==> src/rtl/upg_pkg.sv <==
package upg_pkg;
  typedef enum logic [1:0] {
    MSG_INV   = 2'd0,
    MSG_RDX   = 2'd1,
    MSG_UNBLK = 2'd2
  } msg_kind_e;

  typedef enum logic [2:0] {
    ST_IDLE,
    ST_ISSUE,
    ST_WAIT,
    ST_GRANT,
    ST_UNBLK
  } upg_state_e;
endpackage

==> src/rtl/upg_msg_issuer.sv <==
module upg_msg_issuer #(
  parameter int NODES = 8,
  localparam int NODE_W = $clog2(NODES)
) (
  input  logic              clk,
  input  logic              rst_n,
  input  logic              load,
  input  logic [NODES-1:0]  load_vec,
  input  logic              issue_en,
  input  logic              msg_ready,
  output logic              inv_pending,
  output logic [NODE_W-1:0] inv_dest
);
  logic [NODES-1:0] pend_q, pend_d;

  always_comb begin
    inv_dest = '0;
    for (int i = NODES - 1; i >= 0; i--) begin
      if (pend_q[i]) inv_dest = NODE_W'(i);
    end
  end

  assign inv_pending = |pend_q;

  always_comb begin
    pend_d = pend_q;
    if (load) begin
      pend_d = load_vec;
    end else if (issue_en && msg_ready && inv_pending) begin
      for (int i = 0; i < NODES; i++) begin
        if (inv_dest == NODE_W'(i)) pend_d[i] = 1'b0;
      end
    end
  end

  always_ff @(posedge clk or negedge rst_n) begin
    if (!rst_n) pend_q <= '0;
    else        pend_q <= pend_d;
  end
endmodule

==> src/rtl/upg_ack_tracker.sv <==
module upg_ack_tracker #(
  parameter int NODES = 8,
  parameter int TAG_W = 4,
  localparam int NODE_W = $clog2(NODES)
) (
  input  logic              clk,
  input  logic              rst_n,
  input  logic              clear,
  input  logic              collect,
  input  logic              dir_open,
  input  logic [TAG_W-1:0]  cur_tag,
  input  logic              ack_valid,
  input  logic [NODE_W-1:0] ack_src,
  input  logic [TAG_W-1:0]  ack_tag,
  input  logic              dir_valid,
  input  logic [NODES-1:0]  dir_sharers,
  output logic              dir_seen,
  output logic              covered
);
  logic [NODES-1:0] rcvd_q, rcvd_d, true_q, true_d;
  logic             seen_q, seen_d;
  logic             ack_hit;

  assign ack_hit = collect && ack_valid && (ack_tag == cur_tag);

  always_comb begin
    rcvd_d = rcvd_q;
    true_d = true_q;
    seen_d = seen_q;
    if (clear) begin
      rcvd_d = '0;
      true_d = '0;
      seen_d = 1'b0;
    end else begin
      for (int i = 0; i < NODES; i++) begin
        if (ack_hit && ack_src == NODE_W'(i)) rcvd_d[i] = 1'b1;
      end
      if (dir_open && dir_valid) begin
        true_d = dir_sharers;
        seen_d = 1'b1;
      end
    end
  end

  always_ff @(posedge clk or negedge rst_n) begin
    if (!rst_n) begin
      rcvd_q <= '0;
      true_q <= '0;
      seen_q <= 1'b0;
    end else begin
      rcvd_q <= rcvd_d;
      true_q <= true_d;
      seen_q <= seen_d;
    end
  end

  assign dir_seen = seen_q;
  assign covered  = ((rcvd_q & true_q) == true_q);

  // Received bits never fall except on a new upgrade.
  assert_ack_sticky_R6: assert property (@(posedge clk) disable iff (!rst_n)
    !clear |=> ((rcvd_q | $past(rcvd_q)) == rcvd_q));
endmodule

==> src/rtl/upg_remote_inv.sv <==
module upg_remote_inv #(
  parameter int NODES = 8,
  parameter int TAG_W = 4,
  localparam int NODE_W = $clog2(NODES)
) (
  input  logic              rinv_valid,
  input  logic [NODE_W-1:0] rinv_src,
  input  logic [TAG_W-1:0]  rinv_tag,
  input  logic              rinv_line_shared,
  output logic              rack_valid,
  output logic [NODE_W-1:0] rack_dest,
  output logic [TAG_W-1:0]  rack_tag,
  output logic              rinv_drop_line
);
  logic answer;
  assign answer         = rinv_valid && rinv_line_shared;
  assign rack_valid     = answer;
  assign rinv_drop_line = answer;
  assign rack_dest      = rinv_src;
  assign rack_tag       = rinv_tag;
endmodule

==> src/rtl/upg_ack_unit.sv <==
module upg_ack_unit import upg_pkg::*; #(
  parameter int NODES  = 8,
  parameter int ADDR_W = 16,
  parameter int TAG_W  = 4,
  localparam int NODE_W = $clog2(NODES)
) (
  input  logic              clk,
  input  logic              rst_n,
  input  logic              start_valid,
  input  logic [ADDR_W-1:0] start_addr,
  input  logic [NODES-1:0]  start_pred,
  output logic              start_ready,
  output logic              msg_valid,
  input  logic              msg_ready,
  output logic [1:0]        msg_kind,
  output logic [NODE_W-1:0] msg_dest,
  output logic [ADDR_W-1:0] msg_addr,
  output logic [TAG_W-1:0]  msg_tag,
  input  logic              ack_valid,
  input  logic [NODE_W-1:0] ack_src,
  input  logic [TAG_W-1:0]  ack_tag,
  input  logic              dir_valid,
  input  logic [NODES-1:0]  dir_sharers,
  output logic              grant,
  input  logic              rinv_valid,
  input  logic [NODE_W-1:0] rinv_src,
  input  logic [TAG_W-1:0]  rinv_tag,
  input  logic              rinv_line_shared,
  output logic              rack_valid,
  output logic [NODE_W-1:0] rack_dest,
  output logic [TAG_W-1:0]  rack_tag,
  output logic              rinv_drop_line
);
  upg_state_e        state_q, state_d;
  logic [TAG_W-1:0]  tag_q, tag_d;
  logic [ADDR_W-1:0] addr_q, addr_d;
  logic              start_fire, inv_pending, dir_seen, covered;
  logic [NODE_W-1:0] inv_dest;

  assign start_ready = (state_q == ST_IDLE);
  assign start_fire  = start_valid && start_ready;

  upg_msg_issuer #(.NODES(NODES)) u_issuer (
    .clk(clk), .rst_n(rst_n), .load(start_fire), .load_vec(start_pred),
    .issue_en(state_q == ST_ISSUE), .msg_ready(msg_ready),
    .inv_pending(inv_pending), .inv_dest(inv_dest)
  );

  upg_ack_tracker #(.NODES(NODES), .TAG_W(TAG_W)) u_tracker (
    .clk(clk), .rst_n(rst_n), .clear(start_fire),
    .collect(state_q == ST_ISSUE || state_q == ST_WAIT),
    .dir_open(state_q == ST_WAIT), .cur_tag(tag_q),
    .ack_valid(ack_valid), .ack_src(ack_src), .ack_tag(ack_tag),
    .dir_valid(dir_valid), .dir_sharers(dir_sharers),
    .dir_seen(dir_seen), .covered(covered)
  );

  upg_remote_inv #(.NODES(NODES), .TAG_W(TAG_W)) u_remote (
    .rinv_valid(rinv_valid), .rinv_src(rinv_src), .rinv_tag(rinv_tag),
    .rinv_line_shared(rinv_line_shared), .rack_valid(rack_valid),
    .rack_dest(rack_dest), .rack_tag(rack_tag), .rinv_drop_line(rinv_drop_line)
  );

  always_comb begin
    state_d = state_q;
    tag_d   = tag_q;
    addr_d  = addr_q;
    case (state_q)
      ST_IDLE: if (start_fire) begin
        state_d = ST_ISSUE;
        tag_d   = tag_q + 1'b1;
        addr_d  = start_addr;
      end
      ST_ISSUE: if (msg_ready && !inv_pending) state_d = ST_WAIT;
      ST_WAIT:  if (dir_seen && covered) state_d = ST_GRANT;
      ST_GRANT: state_d = ST_UNBLK;
      ST_UNBLK: if (msg_ready) state_d = ST_IDLE;
      default:  state_d = ST_IDLE;
    endcase
  end

  always_ff @(posedge clk or negedge rst_n) begin
    if (!rst_n) begin
      state_q <= ST_IDLE;
      tag_q   <= '0;
      addr_q  <= '0;
    end else begin
      state_q <= state_d;
      tag_q   <= tag_d;
      addr_q  <= addr_d;
    end
  end

  always_comb begin
    msg_valid = (state_q == ST_ISSUE) || (state_q == ST_UNBLK);
    msg_kind  = MSG_UNBLK;
    msg_dest  = '0;
    if (state_q == ST_ISSUE) begin
      msg_kind = inv_pending ? MSG_INV : MSG_RDX;
      msg_dest = inv_pending ? inv_dest : '0;
    end
  end

  assign msg_addr = addr_q;
  assign msg_tag  = tag_q;
  assign grant    = (state_q == ST_GRANT);

  assert_msg_hold_R4: assert property (@(posedge clk) disable iff (!rst_n)
    (msg_valid && !msg_ready) |=> (msg_valid && $stable(msg_kind) &&
                                   $stable(msg_dest) && $stable(msg_tag)));
  assert_grant_pulse_R5: assert property (@(posedge clk) disable iff (!rst_n)
    grant |=> !grant);
  assert_grant_covered_R5: assert property (@(posedge clk) disable iff (!rst_n)
    grant |-> (dir_seen && covered));
  assert_unblock_next_R10: assert property (@(posedge clk) disable iff (!rst_n)
    grant |=> (msg_valid && msg_kind == MSG_UNBLK));
endmodule

==> config.mk <==
export PLATFORM = sky130hd
export DESIGN_NAME = upg_ack_unit
export DESIGN_NICKNAME = d
export VERILOG_FILES = /design/src/rtl/upg_pkg.sv /design/src/rtl/upg_msg_issuer.sv /design/src/rtl/upg_ack_tracker.sv /design/src/rtl/upg_remote_inv.sv /design/src/rtl/upg_ack_unit.sv
export SDC_FILE = /design/constraint.sdc
export NUM_CORES = 1
export LEC_CHECK = 0
export ABC_CLOCK_PERIOD_IN_PS = 2590
export BUFFER_PORTS_ARGS = -buffer_cell sky130_fd_sc_hd__clkbuf_2
export CORE_MARGIN = 4
export CORE_UTILIZATION = 52
export DETAILED_ROUTE_END_ITERATION = 8
export GPL_TIMING_DRIVEN = 0
export PLACE_DENSITY = 0.87
export SLEW_MARGIN = 10
export SYNTH_ARGS = -nofsm -noshare
export SYNTH_HDL_FRONTEND = slang
export SYNTH_SLANG_ARGS = --single-unit
==> constraint.sdc <==
create_clock -name clk -period 2.59 [get_ports clk]
set_input_delay 0.3885 -clock clk [delete_from_list [all_inputs] [get_ports clk]]
set_output_delay 0.3885 -clock clk [all_outputs]
set_load 0.02 [all_outputs]
==> impl_results.md <==
* Core area at 0.00412 mm2
* CTS max path bufs at 2
* Vias at 2060
* Design area at 0.00286 mm2
* Port Buffers at 83
* I/O pin cnt at 91
* Clock power frac at 17.8%
* Footprint of the multi-input gates at approximately 920 um2
* Relative slew slack at 31.9%
* Sw power at 0.00135 W
* DRT antenna net count at 0
* Post-Synthesis Cells at 250
* Die Area at 0.00547 mm2
* Setup Buffers After CTS at 0
* Crit Path Max Fanout at 8
* DRC at 0
* Overflow after GRT at 0
* Initial Util at approximately 55%
* Combinational Power Share at 44.3%
* Syn avg cell area at 9.04 um2
* Final Hold Viols at 0
* DP Wirelength at 3.97 mm
* Final Max Slew Viols at 0
* R2r startpoint: u_issuer.pend_q[0]
* Worst reg-to-reg setup slack at ~0.92 ns
* Die width at 73.9 um
* Worst-case reg-to-reg path depth at 4
* Pwr per Cell Area at 1120 mW/mm2
* Maximum Capacitance Violations at 0
* Internal power at about 0.0019 W
* Placed inst area at 0.00274 mm2
* Vias in the first global route at between 2000 and 2500
* Arrival time at the worst endpoint at 1.97 ns
* Sink Count at between 40 and 50
* CTS tree: done
* Tightest Pin Transition at 1.02 ns
* Most common library cell in the layout ignoring fill and taps: nand2_1
* All-Layer GR Usage at approximately a fifth
* GP Congestion at 0.830
* Diode count at 0
* Detailed Route Iter0 Violations at roughly 150
* Synth-to-layout area growth at 26.5%
* Hold WC Path Type: in2async
* Inserted Clock Buffers at 5
* WL/cell at 13.5 um
* Hold Buf Count CTS at 0
* FF-to-FF End: state_q[0]
* Placed Cells incl. Taps at 383
* First-pass detailed-route iteration total at 4
* Yosys top cell area share at between 50% and 60%
* First-pass GRT wire length at 8.78 mm
* Top cells by area, synth: dfrtp_1 53%, nand2_1 14%, o21ai_0 4.2%, nand2b_1 3.0%, buf_4 2.7%
* CP Class: reg2out
* Startpoint types: flip-flop
* Sequential Power Share at 37.9%
* LEAKAGE at 1.52 nW
* Htree depth at 2
* RSZ-0062 raised after global routing: false
* Critical Path End Type: primary output
* FILL cells at 325
* Net total in the final layout at 395
* Fmax at roughly 420 MHz
* Commonest cells after routing, fill and taps aside: 83 x nand2_1, 82 x clkbuf_2, 48 x dfrtp_1
* Antenna violations before repair at 0
* Number of gates resized after CTS at 0
* Status: complete, no violations
* Yosys synthesis warning count at 0
* Setup TNS at 0 ns
* Row Count at 23
* Later-pin clock latency in the skew report at approximately 0.30 ns
* CP required at 2.20 ns
* Syn Nets at 305
* Vias per cell at 5.27
* Worst VDD drop at 0.646 mV
* Clock skew at 0.00560 ns
* DIE HEIGHT at 73.9 um
* Largest net degree at the start of global routing at 49
* Tcrit/Tclk final at 91.2%
* Register area share after synthesis at a little over half
* Cell variety after synth at 36
* Register area at about 0.0012 mm2
* Yosys top cell by area: dfrtp_1
* Synthesized area at between 0.002 and 0.0025 mm2
* Post-layout util at between 60% and 70%
* Min Clock Period, post-route at 2.36 ns
* Final cell count without fillers at 391
* Endpoints failing setup at 0
* CTS clk-pin slew, worst paths at 0.09 ns
* Routed WL at 5.28 mm
* Share of layout cells above drive strength 1 at 32.8%
* Synth Register Bits at 48
* Sw Share at 42.2%
* Root Driver: clkbuf_8
-- cells by family (layout without fill, tap and decap cells) --
family | after synthesis | count (layout) | synth area share [%]
simple gates | 129 | 129 | 26.6
flops | 48 | 48 | 53.1
compound gates | 38 | 38 | 10.2
buf+inv | 25 | 116 | 5.98
xor+xnor | 8 | 8 | 3.10
fa+ha+maj | 1 | 1 | 0.553
mux | 1 | 1 | 0.443
-- power groups by stage --
stage | registers (W) | logic, W | clock network [W]
floorplan | 0.00137 | 0.000810 | 0
global placement | 0.00122 | 0.00140 | 0
detailed placement | 0.00122 | 0.00143 | 0
CTS | 0.00121 | 0.00144 | 0.000580
global route | 0.00126 | 0.00157 | 0.000608
finish | 0.00122 | 0.00142 | 0.000572
-- through the flow --
stage / total power (W) / worst slack [ns] / hold slack, ns
after floorplan: 0.00218 / 0.127 / 0.0929
after global placement: 0.00261 / 0.551 / 0.456
after detailed placement: 0.00265 / 0.580 / 0.461
after CTS: 0.00323 / 0.242 / 0.260
after global routing: 0.00344 / 0.0976 / 0.272
final: 0.00321 / 0.229 / 0.259
-- how the worst max path moves through the flow --
stage | start | cells past startpoint | slack, ns | to
finish | state_q[0] | 5 | 0.23 | msg_dest[0]
global route | state_q[0] | 5 | 0.1 | msg_dest[0]
CTS | state_q[0] | 5 | 0.24 | msg_dest[0]
detailed placement | state_q[0] | 5 | 0.58 | msg_dest[0]
global placement | state_q[0] | 5 | 0.55 | msg_dest[0]
floorplan | state_q[0] | 4 | 0.13 | msg_dest[0]
-- registers in the layout, indices dropped and copies added (netlist names) --
register	count
msg_addr	16
msg_tag	4
state_q	3
u_issuer.pend_q	8
u_tracker.dir_seen	1
u_tracker.rcvd_q	8
u_tracker.true_q	8
-- worst max-delay path: stages (launching register included) --
cell and delay (ns):
dfrtp_1 0.32, buf_2 0.18, nor2b_1 0.27, nand2b_1 0.19, a2111oi_0 0.46, clkbuf_2 0.25
-- synthesized netlist by cell type (all sizes together) --
cell type	number
nor3	2
or4	1
nand2b	11
xor2	4
nand2	83
nor4	4
nor2b	6
nor2	5
and2	4
nand3b	2
nand3	6
a21oi	5
clkbuf	3
o31ai	6
xnor2	4
o2111ai	1
a221oi	1
buf	17
o41ai	1
a21o	1
a2111oi	2
mux2i	1
ha	1
inv	5
dfrtp	48
nand4	1
nor4b	1
o22ai	1
o21ai	19
or2	1
nor3b	1
o31a	1
or3	1
-- layout make-up --
type	instances	share of cell area (%)
Clock inverter	2	1.36
Sequential cell	48	42.0
Timing Repair Buffer	83	14.5
Multi-Input combinational cell	177	32.3
Clock buffer	6	2.89
Inverter	5	0.656
Tap cell	50	2.19
Buffer	20	4.07
-- metal layers --
metal | vias to the layer above | routed length (um) | global-route usage, %
li1 | 1001 | - | -
met4 | 0 | 133 | 10.1
met2 | 84 | 2510 | 33.6
met1 | 963 | 2240 | 26.8
met3 | 12 | 397 | 4.32
met5 | - | 0 | 0
No activity file was read; power rests on OpenSTA's default activity.
